$ cat src/rtl/wbb_pkg.sv
package wbb_pkg;
  typedef enum logic [1:0] {
    WB_IDLE  = 2'd0,
    WB_HOLD  = 2'd1,
    WB_DRAIN = 2'd2
  } wb_state_e;
endpackage

$ cat src/rtl/wbb_line_store.sv
module wbb_line_store #(
  parameter int WORD_W   = 32,
  parameter int WORDS    = 4,
  parameter int LINE_AW  = 28,
  parameter int ZERO_TOP = 3,
  localparam int IDX_W   = $clog2(WORDS)
) (
  input  logic                      clk,
  input  logic                      rst_n,
  input  logic                      wr_en,
  input  logic [LINE_AW-1:0]        wr_line_addr,
  input  logic [WORDS*WORD_W-1:0]   wr_data,
  input  logic [IDX_W-1:0]          rd_idx,
  output logic [WORD_W-1:0]         rd_word,
  output logic [LINE_AW-1:0]        line_addr_q
);
  // Reduced physical address: the topmost ZERO_TOP bits are cleared.
  function automatic logic [LINE_AW-1:0] reduce_addr(input logic [LINE_AW-1:0] a);
    logic [LINE_AW-1:0] r;
    r = a;
    r[LINE_AW-1 -: ZERO_TOP] = '0;
    return r;
  endfunction

  logic [WORD_W-1:0] word_q [WORDS];

  for (genvar w = 0; w < WORDS; w++) begin : g_word
    always_ff @(posedge clk or negedge rst_n) begin
      if (!rst_n)     word_q[w] <= '0;
      else if (wr_en) word_q[w] <= wr_data[w*WORD_W +: WORD_W];
    end
  end

  always_ff @(posedge clk or negedge rst_n) begin
    if (!rst_n)     line_addr_q <= '0;
    else if (wr_en) line_addr_q <= reduce_addr(wr_line_addr);
  end

  assign rd_word = word_q[rd_idx];

  AST_ADDR_HELD: assert property (@(posedge clk) disable iff (!rst_n)
    !wr_en |=> $stable(line_addr_q));
endmodule

$ cat src/rtl/wbb_seq.sv
module wbb_seq
  import wbb_pkg::*;
#(
  parameter int WORDS  = 4,
  localparam int IDX_W = $clog2(WORDS)
) (
  input  logic             clk,
  input  logic             rst_n,
  input  logic             load_fire,
  input  logic             fill_done,
  input  logic             beat_ack,
  output logic             is_empty,
  output logic             is_drain,
  output logic [IDX_W-1:0] beat_q,
  output logic             last_ack
);
  wb_state_e state_q, state_d;
  logic [IDX_W-1:0] beat_d;

  assign last_ack = is_drain && beat_ack && (beat_q == IDX_W'(WORDS-1));

  always_comb begin
    state_d = state_q;
    beat_d  = beat_q;
    unique case (state_q)
      WB_IDLE: if (load_fire) begin
        state_d = WB_HOLD;
        beat_d  = '0;
      end
      WB_HOLD: if (fill_done) state_d = WB_DRAIN;
      WB_DRAIN: if (beat_ack) begin
        beat_d = beat_q + 1'b1;
        if (last_ack) state_d = WB_IDLE;
      end
      default: state_d = WB_IDLE;
    endcase
  end

  always_ff @(posedge clk or negedge rst_n) begin
    if (!rst_n) begin
      state_q <= WB_IDLE;
      beat_q  <= '0;
    end else begin
      state_q <= state_d;
      beat_q  <= beat_d;
    end
  end

  assign is_empty = (state_q == WB_IDLE);
  assign is_drain = (state_q == WB_DRAIN);

  AST_DRAIN_AFTER_FILL: assert property (@(posedge clk) disable iff (!rst_n)
    $rose(is_drain) |-> $past(fill_done));
  AST_LOAD_FILLS: assert property (@(posedge clk) disable iff (!rst_n)
    load_fire |=> !is_empty);
  AST_EMPTY_ON_LAST: assert property (@(posedge clk) disable iff (!rst_n)
    $rose(is_empty) |-> $past(beat_ack && beat_q == IDX_W'(WORDS-1)));
endmodule

$ cat src/rtl/wb_line_buffer.sv
module wb_line_buffer #(
  parameter int ADDR_W   = 32,
  parameter int WORD_W   = 32,
  parameter int WORDS    = 4,
  parameter int ZERO_TOP = 3,
  localparam int IDX_W   = $clog2(WORDS),
  localparam int LANE_W  = $clog2(WORD_W/8),
  localparam int OFFS_W  = IDX_W + LANE_W,
  localparam int LINE_AW = ADDR_W - OFFS_W
) (
  input  logic                    clk,
  input  logic                    rst_n,
  input  logic                    ld_valid,
  output logic                    ld_ready,
  input  logic [LINE_AW-1:0]      ld_addr,
  input  logic [WORDS*WORD_W-1:0] ld_data,
  input  logic                    fill_done,
  output logic                    mem_req,
  output logic [ADDR_W-1:0]       mem_addr,
  output logic [WORD_W-1:0]       mem_wdata,
  input  logic                    mem_ack,
  output logic                    busy,
  output logic                    empty
);
  // Byte address of longword idx within a stored line.
  function automatic logic [ADDR_W-1:0] beat_addr(input logic [LINE_AW-1:0] la,
                                                  input logic [IDX_W-1:0]   idx);
    return {la, idx, {LANE_W{1'b0}}};
  endfunction

  logic             load_fire;
  logic             beat_ack;
  logic             seq_empty;
  logic             seq_drain;
  logic             seq_last;
  logic [IDX_W-1:0] beat_idx;
  logic [LINE_AW-1:0] line_addr;

  assign load_fire = ld_valid && seq_empty;
  assign beat_ack  = seq_drain && mem_ack;

  wbb_seq #(.WORDS(WORDS)) u_seq (
    .clk       (clk),
    .rst_n     (rst_n),
    .load_fire (load_fire),
    .fill_done (fill_done),
    .beat_ack  (beat_ack),
    .is_empty  (seq_empty),
    .is_drain  (seq_drain),
    .beat_q    (beat_idx),
    .last_ack  (seq_last)
  );

  wbb_line_store #(
    .WORD_W   (WORD_W),
    .WORDS    (WORDS),
    .LINE_AW  (LINE_AW),
    .ZERO_TOP (ZERO_TOP)
  ) u_store (
    .clk          (clk),
    .rst_n        (rst_n),
    .wr_en        (load_fire),
    .wr_line_addr (ld_addr),
    .wr_data      (ld_data),
    .rd_idx       (beat_idx),
    .rd_word      (mem_wdata),
    .line_addr_q  (line_addr)
  );

  assign ld_ready = seq_empty;
  assign empty    = seq_empty;
  assign busy     = seq_drain;
  assign mem_req  = seq_drain;
  assign mem_addr = beat_addr(line_addr, beat_idx);

  AST_REQ_STABLE: assert property (@(posedge clk) disable iff (!rst_n)
    (mem_req && !mem_ack) |=> (mem_req && $stable(mem_addr) && $stable(mem_wdata)));
  AST_ADDR_TOP_ZERO: assert property (@(posedge clk) disable iff (!rst_n)
    mem_req |-> (mem_addr[ADDR_W-1 -: ZERO_TOP] == '0));
  AST_LAST_BEAT_ADDR: assert property (@(posedge clk) disable iff (!rst_n)
    seq_last |-> (mem_addr[OFFS_W-1:LANE_W] == IDX_W'(WORDS-1)));
endmodule

$ cat config.mk
export PLATFORM = sky130hd
export DESIGN_NAME = wb_line_buffer
export DESIGN_NICKNAME = d
export VERILOG_FILES = /design/src/rtl/wbb_pkg.sv /design/src/rtl/wbb_line_store.sv /design/src/rtl/wbb_seq.sv /design/src/rtl/wb_line_buffer.sv
export SDC_FILE = /design/constraint.sdc
export NUM_CORES = 1
export LEC_CHECK = 0
export ABC_AREA = 1
export BUFFER_PORTS_ARGS = -buffer_cell sky130_fd_sc_hd__buf_2
export CELL_PAD_IN_SITES_DETAIL_PLACEMENT = 0
export CELL_PAD_IN_SITES_GLOBAL_PLACEMENT = 1
export CORE_ASPECT_RATIO = 0.7
export CORE_UTILIZATION = 42
export CTS_BUF_LIST = sky130_fd_sc_hd__clkbuf_8
export DETAILED_ROUTE_END_ITERATION = 8
export PLACE_DENSITY_LB_ADDON = 0.05
export SLEW_MARGIN = 20
export SYNTH_ARGS = -nofsm -noshare
export SYNTH_HDL_FRONTEND = slang
export SYNTH_SLANG_ARGS = --single-unit
$ cat constraint.sdc
create_clock -name clk -period 3.1 [get_ports clk]
set_input_delay 0 -clock clk [delete_from_list [all_inputs] [get_ports clk]]
set_output_delay 0 -clock clk [all_outputs]
set_load 0.03 [all_outputs]
==> results of run 1 <==
-- routing by layer --
| layer | GRT usage [%] | vias to the layer above | wire length [um] |
|---|---|---|---|
| met5 | 0 | - | 0 |
| li1 | - | 3727 | - |
| met2 | 39.8 | 177 | 10800 |
| met4 | 6.30 | 0 | 249 |
| met3 | 5.40 | 22 | 1150 |
| met1 | 30.4 | 3376 | 9960 |
-- layout make-up --
type / instances / area share [%]
Clock buffer: 19 / 2.42
Clock inverter: 13 / 1.53
Timing Repair Buffer: 387 / 26.2
Tap cell: 236 / 2.73
Sequential cell: 157 / 36.4
Inverter: 70 / 2.43
Multi-Input combinational cell: 675 / 28.4
-- worst paths after layout --
path / endpoint / slack [ns] / cells after the start
max in group asynchronous: u_seq.beat_q[0]$_DFFE_PN0P_ / 2.19 / 3
worst max register to register: u_store.word_q[38]$_DFFE_PN0P_ / 1.25 / 5
worst min register to register: u_store.word_q[2]$_DFFE_PN0P_ / 0.47 / 2
worst min-delay path: u_store.line_addr_q[18]$_DFFE_PN0P_ / 0.06 / 2
min in group clk: u_store.word_q[58]$_DFFE_PN0P_ / 0.17 / 4
worst max-delay path: mem_wdata[19] / 0.62 / 5
-- power by group --
group	internal (uW)	switching [uW]	leakage (uW)
logic	1730	3800	0.00377
registers	3020	538	0.00194
clock network	844	815	0.000210
-- synth_stat cells --
master | instances | area [sq um]
dfrtp_1 | 157 | 3930
buf_1 | 5 | 18.8
clkbuf_1 | 6 | 22.5
nand2_2 | 1 | 6.26
o21ai_0 | 32 | 160
buf_4 | 31 | 233
nand3_1 | 156 | 781
buf_6 | 12 | 135
conb_1 | 1 | 3.75
o211ai_1 | 3 | 22.5
nand2_1 | 441 | 1660
nor2_1 | 3 | 11.3
buf_2 | 25 | 125
ha_1 | 1 | 12.5
inv_2 | 1 | 3.75
a21oi_1 | 1 | 5.00
nor2_2 | 1 | 6.26
nand4_1 | 2 | 12.5
o211ai_2 | 29 | 363
inv_1 | 69 | 259
-- metrics by stage --
step	instance area [sq um]	hold slack (ns)	util, %	total power, uW
floorplan	7780	-0.296	-	7690
global placement	8820	0.00583	48.8	8970
detailed placement	8820	0.00400	48.8	9030
CTS	10800	0.0716	59.9	10900
global route	10800	0.103	59.9	11600
finish	10800	0.0609	59.9	10700
-- critical path, cell delays in order, from the launching register on --
cell and delay (ns):
dfrtp_1 0.35, clkinv_1 0.77, buf_4 0.54, o211ai_2 0.10
nand2_1 0.08, buf_2 0.18
-- registers in the layout, summed over array words and instances (netlist names) --
name and cells:
u_store.word_q 128, u_seq.beat_q 2, u_seq.state_q 2, u_store.line_addr_q 25
-- cell families (layout without fill, tap and decap cells) --
| family | Yosys count | after routing | synth area share, % |
|---|---|---|---|
| compound gates | 65 | 65 | 7.09 |
| fa+ha+maj | 1 | 1 | 0.161 |
| buf+inv | 149 | 489 | 10.3 |
| flops | 157 | 157 | 50.6 |
| other cells | 1 | 5 | 0.0483 |
| simple gates | 604 | 604 | 31.8 |
-- repair_timing --
action / in CTS / in global routing
hold buffers: 156 / 0
endpoints found under the hold margin: 263 / 0
setup buffers: 0 / 0
==> metrics.txt, run 1 <==
Clock Latency Late Sink 0.46 ns; via count 7302; period utilisation layout 80.0%; fin nets 1470; Syn Inst Count 977; FF+latch count, synth 157; DRT Wirelength 22100 um; CTS tree yes; core box area 18100 sq um; setup violators final 0; Post-Place Cells 1369; Final Critical Period 2.48 ns; DR WL/cell 14.2 um; CP Data Required Time 3.10 ns; All-Layer GR Usage 23.5%; Seq/Total Area, Yosys 50.6%; Die X 165 um; syn_area_per_cell 7.95 sq um; vias per cell 4.69; GR Overflow Total 0; peak supply drop 0.796 mV; die area 19000 sq um; DRC viols 0; register area 3930 sq um; clock root buffer clkbuf_8; Slew headroom 32.8%; WP data arrival 2.48 ns; DR iter-0 viols 589; synth warn 0; vias in the first global route 6877; Buffers on Ports 220; Initial Util 43.0%; Layout Cells excl Fill 1557; Die Y 116 um; post_cts resized 0; first drt pass iteration count 5; Syn-to-layout area delta 39.2%; clk sinks 157; initial antenna violation count 0; fin worst setup slack 0.621 ns; half-perimeter wire length after placement 12700 um; Pins Over Slew Limit 0; ANT cells 0; global-route wire length before repair 34500 um; Critical Path Sink Type output pin; Filler cells 1763; total CTS buffers 17; clk_skew 0.0103 ns; leakage power 0.00593 uW; CP Max Fanout 21; CTS clock-pin slew for the worst setup and hold paths 0.08 ns; fmax 403 MHz; layout cells sized above 1 22.3%; Critical Path Start u_seq.beat_q[1]$_DFFE_PN0P_; Pwr per Cell Area 995 nW/um^2; largest net degree at the start of global routing 157; Routability Congestion 0.811; outcome finished clean; Ports 229; kind of critical path reg2out; most frequent cells in the layout nand2_1, buf_2, nand3_1, dlygate4sd3_1, dfrtp_1; Mapped Area 7760 sq um; setup TNS 0 ns; Max Cap Viol 0; htree depth 4; RSZ-0062 raised after global routing no; Multi-input gate area 3060 sq um; Post-DRT Antenna Nets 0; reg-to-reg startpoint u_seq.state_q[1]$_DFFE_PN0P_; dpl ws 1.09 ns; final hold vios 0; commonest non-fill, non-tap cell in the layout nand2_1; clk buf depth 2; Critical Path Source Type register; Slew @ Worst Pin 1.00 ns; Cell Rows 41; count of cell types in the netlist 20; hold crit path type in2async
Note: power is estimated with default switching activity, not from simulation.
==> run 2: changes to the inputs <==
- CORE_UTILIZATION: 42 -> 39
- clock period: 3.1 -> 2.4 ns (I/O delays scaled with it)
==> run 2 against run 1 <==
  * Routed wire length up 2.2%
  * Clock power up 28%
  * Sequential power up 29%
  * Clock skew up 0.0041 ns
  * Die area up 7.6%
  * Clock-buffer cell count unchanged
  * Sequential share of layout area down 0.25 points
  * Largest cell class unchanged
  * Non-clock buffer count up 2
  * Critical endpoint is now mem_wdata[6]
  * Design area up 0.68%
==> metrics.txt, run 2 (synthesis results as in run 1) <==
commonest non-fill, non-tap cell in the layout nand2_1; GR Overflow Total 0; initial antenna violation count 1; Net Sw Frac 47.9%; Clock Latency Late Sink 0.45 ns; clk sinks 157; outcome finished clean; cts hold-fix bufs 156; setup violators final 0; via count 7314; reg-to-reg startpoint u_seq.state_q[1]$_DFFE_PN0P_; vias in the first global route 7184; P_sw 6690 uW; Die Y 120 um; fin nets 1472; htree depth 4; R2R Setup Slk 0.72 ns; first drt pass iteration count 4; Sequential Power Share 33.0%; die area 20500 sq um; total CTS buffers 17; All-Layer GR Usage 22.6%; fmax 458 MHz; fin util 56.7%; CP Max Fanout 18; Die X 171 um; layout cells sized above 1 22.4%; DR WL/cell 14.3 um; Routability Congestion 0.780; vias per cell 4.61; setup TNS 0 ns; Worst R2R Path Depth 4; CTS tree yes; largest registers u_store.word_q x128, u_store.line_addr_q x25; final hold vios 0; Multi-input gate area 3060 sq um; peak supply drop 1.02 mV; hold crit path type in2async; Critical Path Source Type register; Clk pwr share 15.3%; most frequent cells in the layout nand2_1, buf_2, nand3_1, dlygate4sd3_1, dfrtp_1; CP Data Required Time 2.40 ns; half-perimeter wire length after placement 13600 um; DRC viols 0; Pwr per Cell Area 1280 nW/um^2; DRT Wirelength 22600 um; clk buf depth 2; register area 3930 sq um; Slew @ Worst Pin 0.807 ns; Filler cells 1844; WP data arrival 2.18 ns; Slew headroom 46.2%; Max Cap Viol 0; core box area 19200 sq um; Syn-to-layout area delta 40.1%; clock root buffer clkbuf_8; post-CTS setup repair buffer count 0; Ports 229; Cell Int Power 7260 uW; CTS clock-pin slew for the worst setup and hold paths 0.10 ns; Buffers on Ports 220; Cell Rows 42; Post-DRT Antenna Nets 0; DR iter-0 viols 401; combinational power share 51.7%; leakage power 0.00594 uW; kind of critical path reg2out; max reg flops 128; Initial Util 40.5%; Crit Reg-Reg Endpoint u_store.word_q[86]$_DFFE_PN0P_; Critical Path Sink Type output pin; clk_skew 0.0144 ns; largest net degree at the start of global routing 157; Final Critical Period 2.18 ns; Pins Over Slew Limit 0; period utilisation layout 91.0%; global-route wire length before repair 35800 um; post_cts resized 0; Top reg by flops u_store.word_q; RSZ-0062 raised after global routing no
==> run 2: worst max-delay path: stages (launching register included) <==
cell and delay (ns):
dfrtp_1 0.36, clkinv_1 0.58, buf_12 0.42, o211ai_2 0.10, nand2_1 0.09, buf_2 0.18
==> run 2: how the worst max path moves through the flow <==
| stage | start | slack [ns] | endpoint |
|---|---|---|---|
| final | u_seq.beat_q[1]$_DFFE_PN0P_ | 0.22 | mem_wdata[6] |
| after global routing | u_seq.beat_q[1]$_DFFE_PN0P_ | 0.06 | mem_wdata[6] |
| after global placement | u_seq.beat_q[1]$_DFFE_PN0P_ | 0.65 | mem_wdata[6] |
| after CTS | u_seq.beat_q[1]$_DFFE_PN0P_ | 0.14 | mem_wdata[6] |
| after detailed placement | u_seq.beat_q[1]$_DFFE_PN0P_ | 0.64 | mem_wdata[6] |
| after floorplan | u_seq.beat_q[0]$_DFFE_PN0P_ | 1.0 | mem_wdata[0] |
==> run 2: final cells by class <==
cell class              count  area share [%]
diodes                      1          0.0230
clock buffers              19            2.40
clock inverters            12            1.48
inverters                  70            2.41
multi-input cells         675            28.2
flip-flops and latches    157            36.1
well taps                 264            3.04
repair buffers            389            26.4
==> run 2: through the flow <==
| stage | total power, uW | std cells | area (sq um) | hold WS [ns] | setup slack, ns |
|---|---|---|---|---|---|
| 2_1_floorplan | 9930 | 981 | 7780 | -0.296 | 1.00 |
| 3_3_place_gp | 11700 | 1399 | 8890 | -0.0258 | 0.649 |
| 3_5_place_dp | 11800 | 1399 | 8890 | -0.0263 | 0.638 |
| 4_1_cts | 14100 | 1586 | 10900 | 0.0355 | 0.136 |
| 5_1_grt | 15100 | 1587 | 10900 | 0.0614 | 0.0630 |
| 6_report | 14000 | 1587 | 10900 | 0.0415 | 0.217 |
==> run 2: power by group through the flow <==
stage / Sequential, uW / Clock [uW] / Combinational (uW)
floorplan: 4950 / 0 / 4980
CTS: 4610 / 2190 / 7340
global route: 4760 / 2320 / 8030
detailed placement: 4650 / 0 / 7130
finish: 4610 / 2130 / 7210
global placement: 4610 / 0 / 7070
==> run 2: per-layer routing <==
layer	routed length, um	vias up	GRT usage [%]
li1	-	3733	-
met1	10300	3397	29.5
met2	11000	169	37.9
met3	1090	15	4.91
met4	217	0	5.46
met5	0	-	0
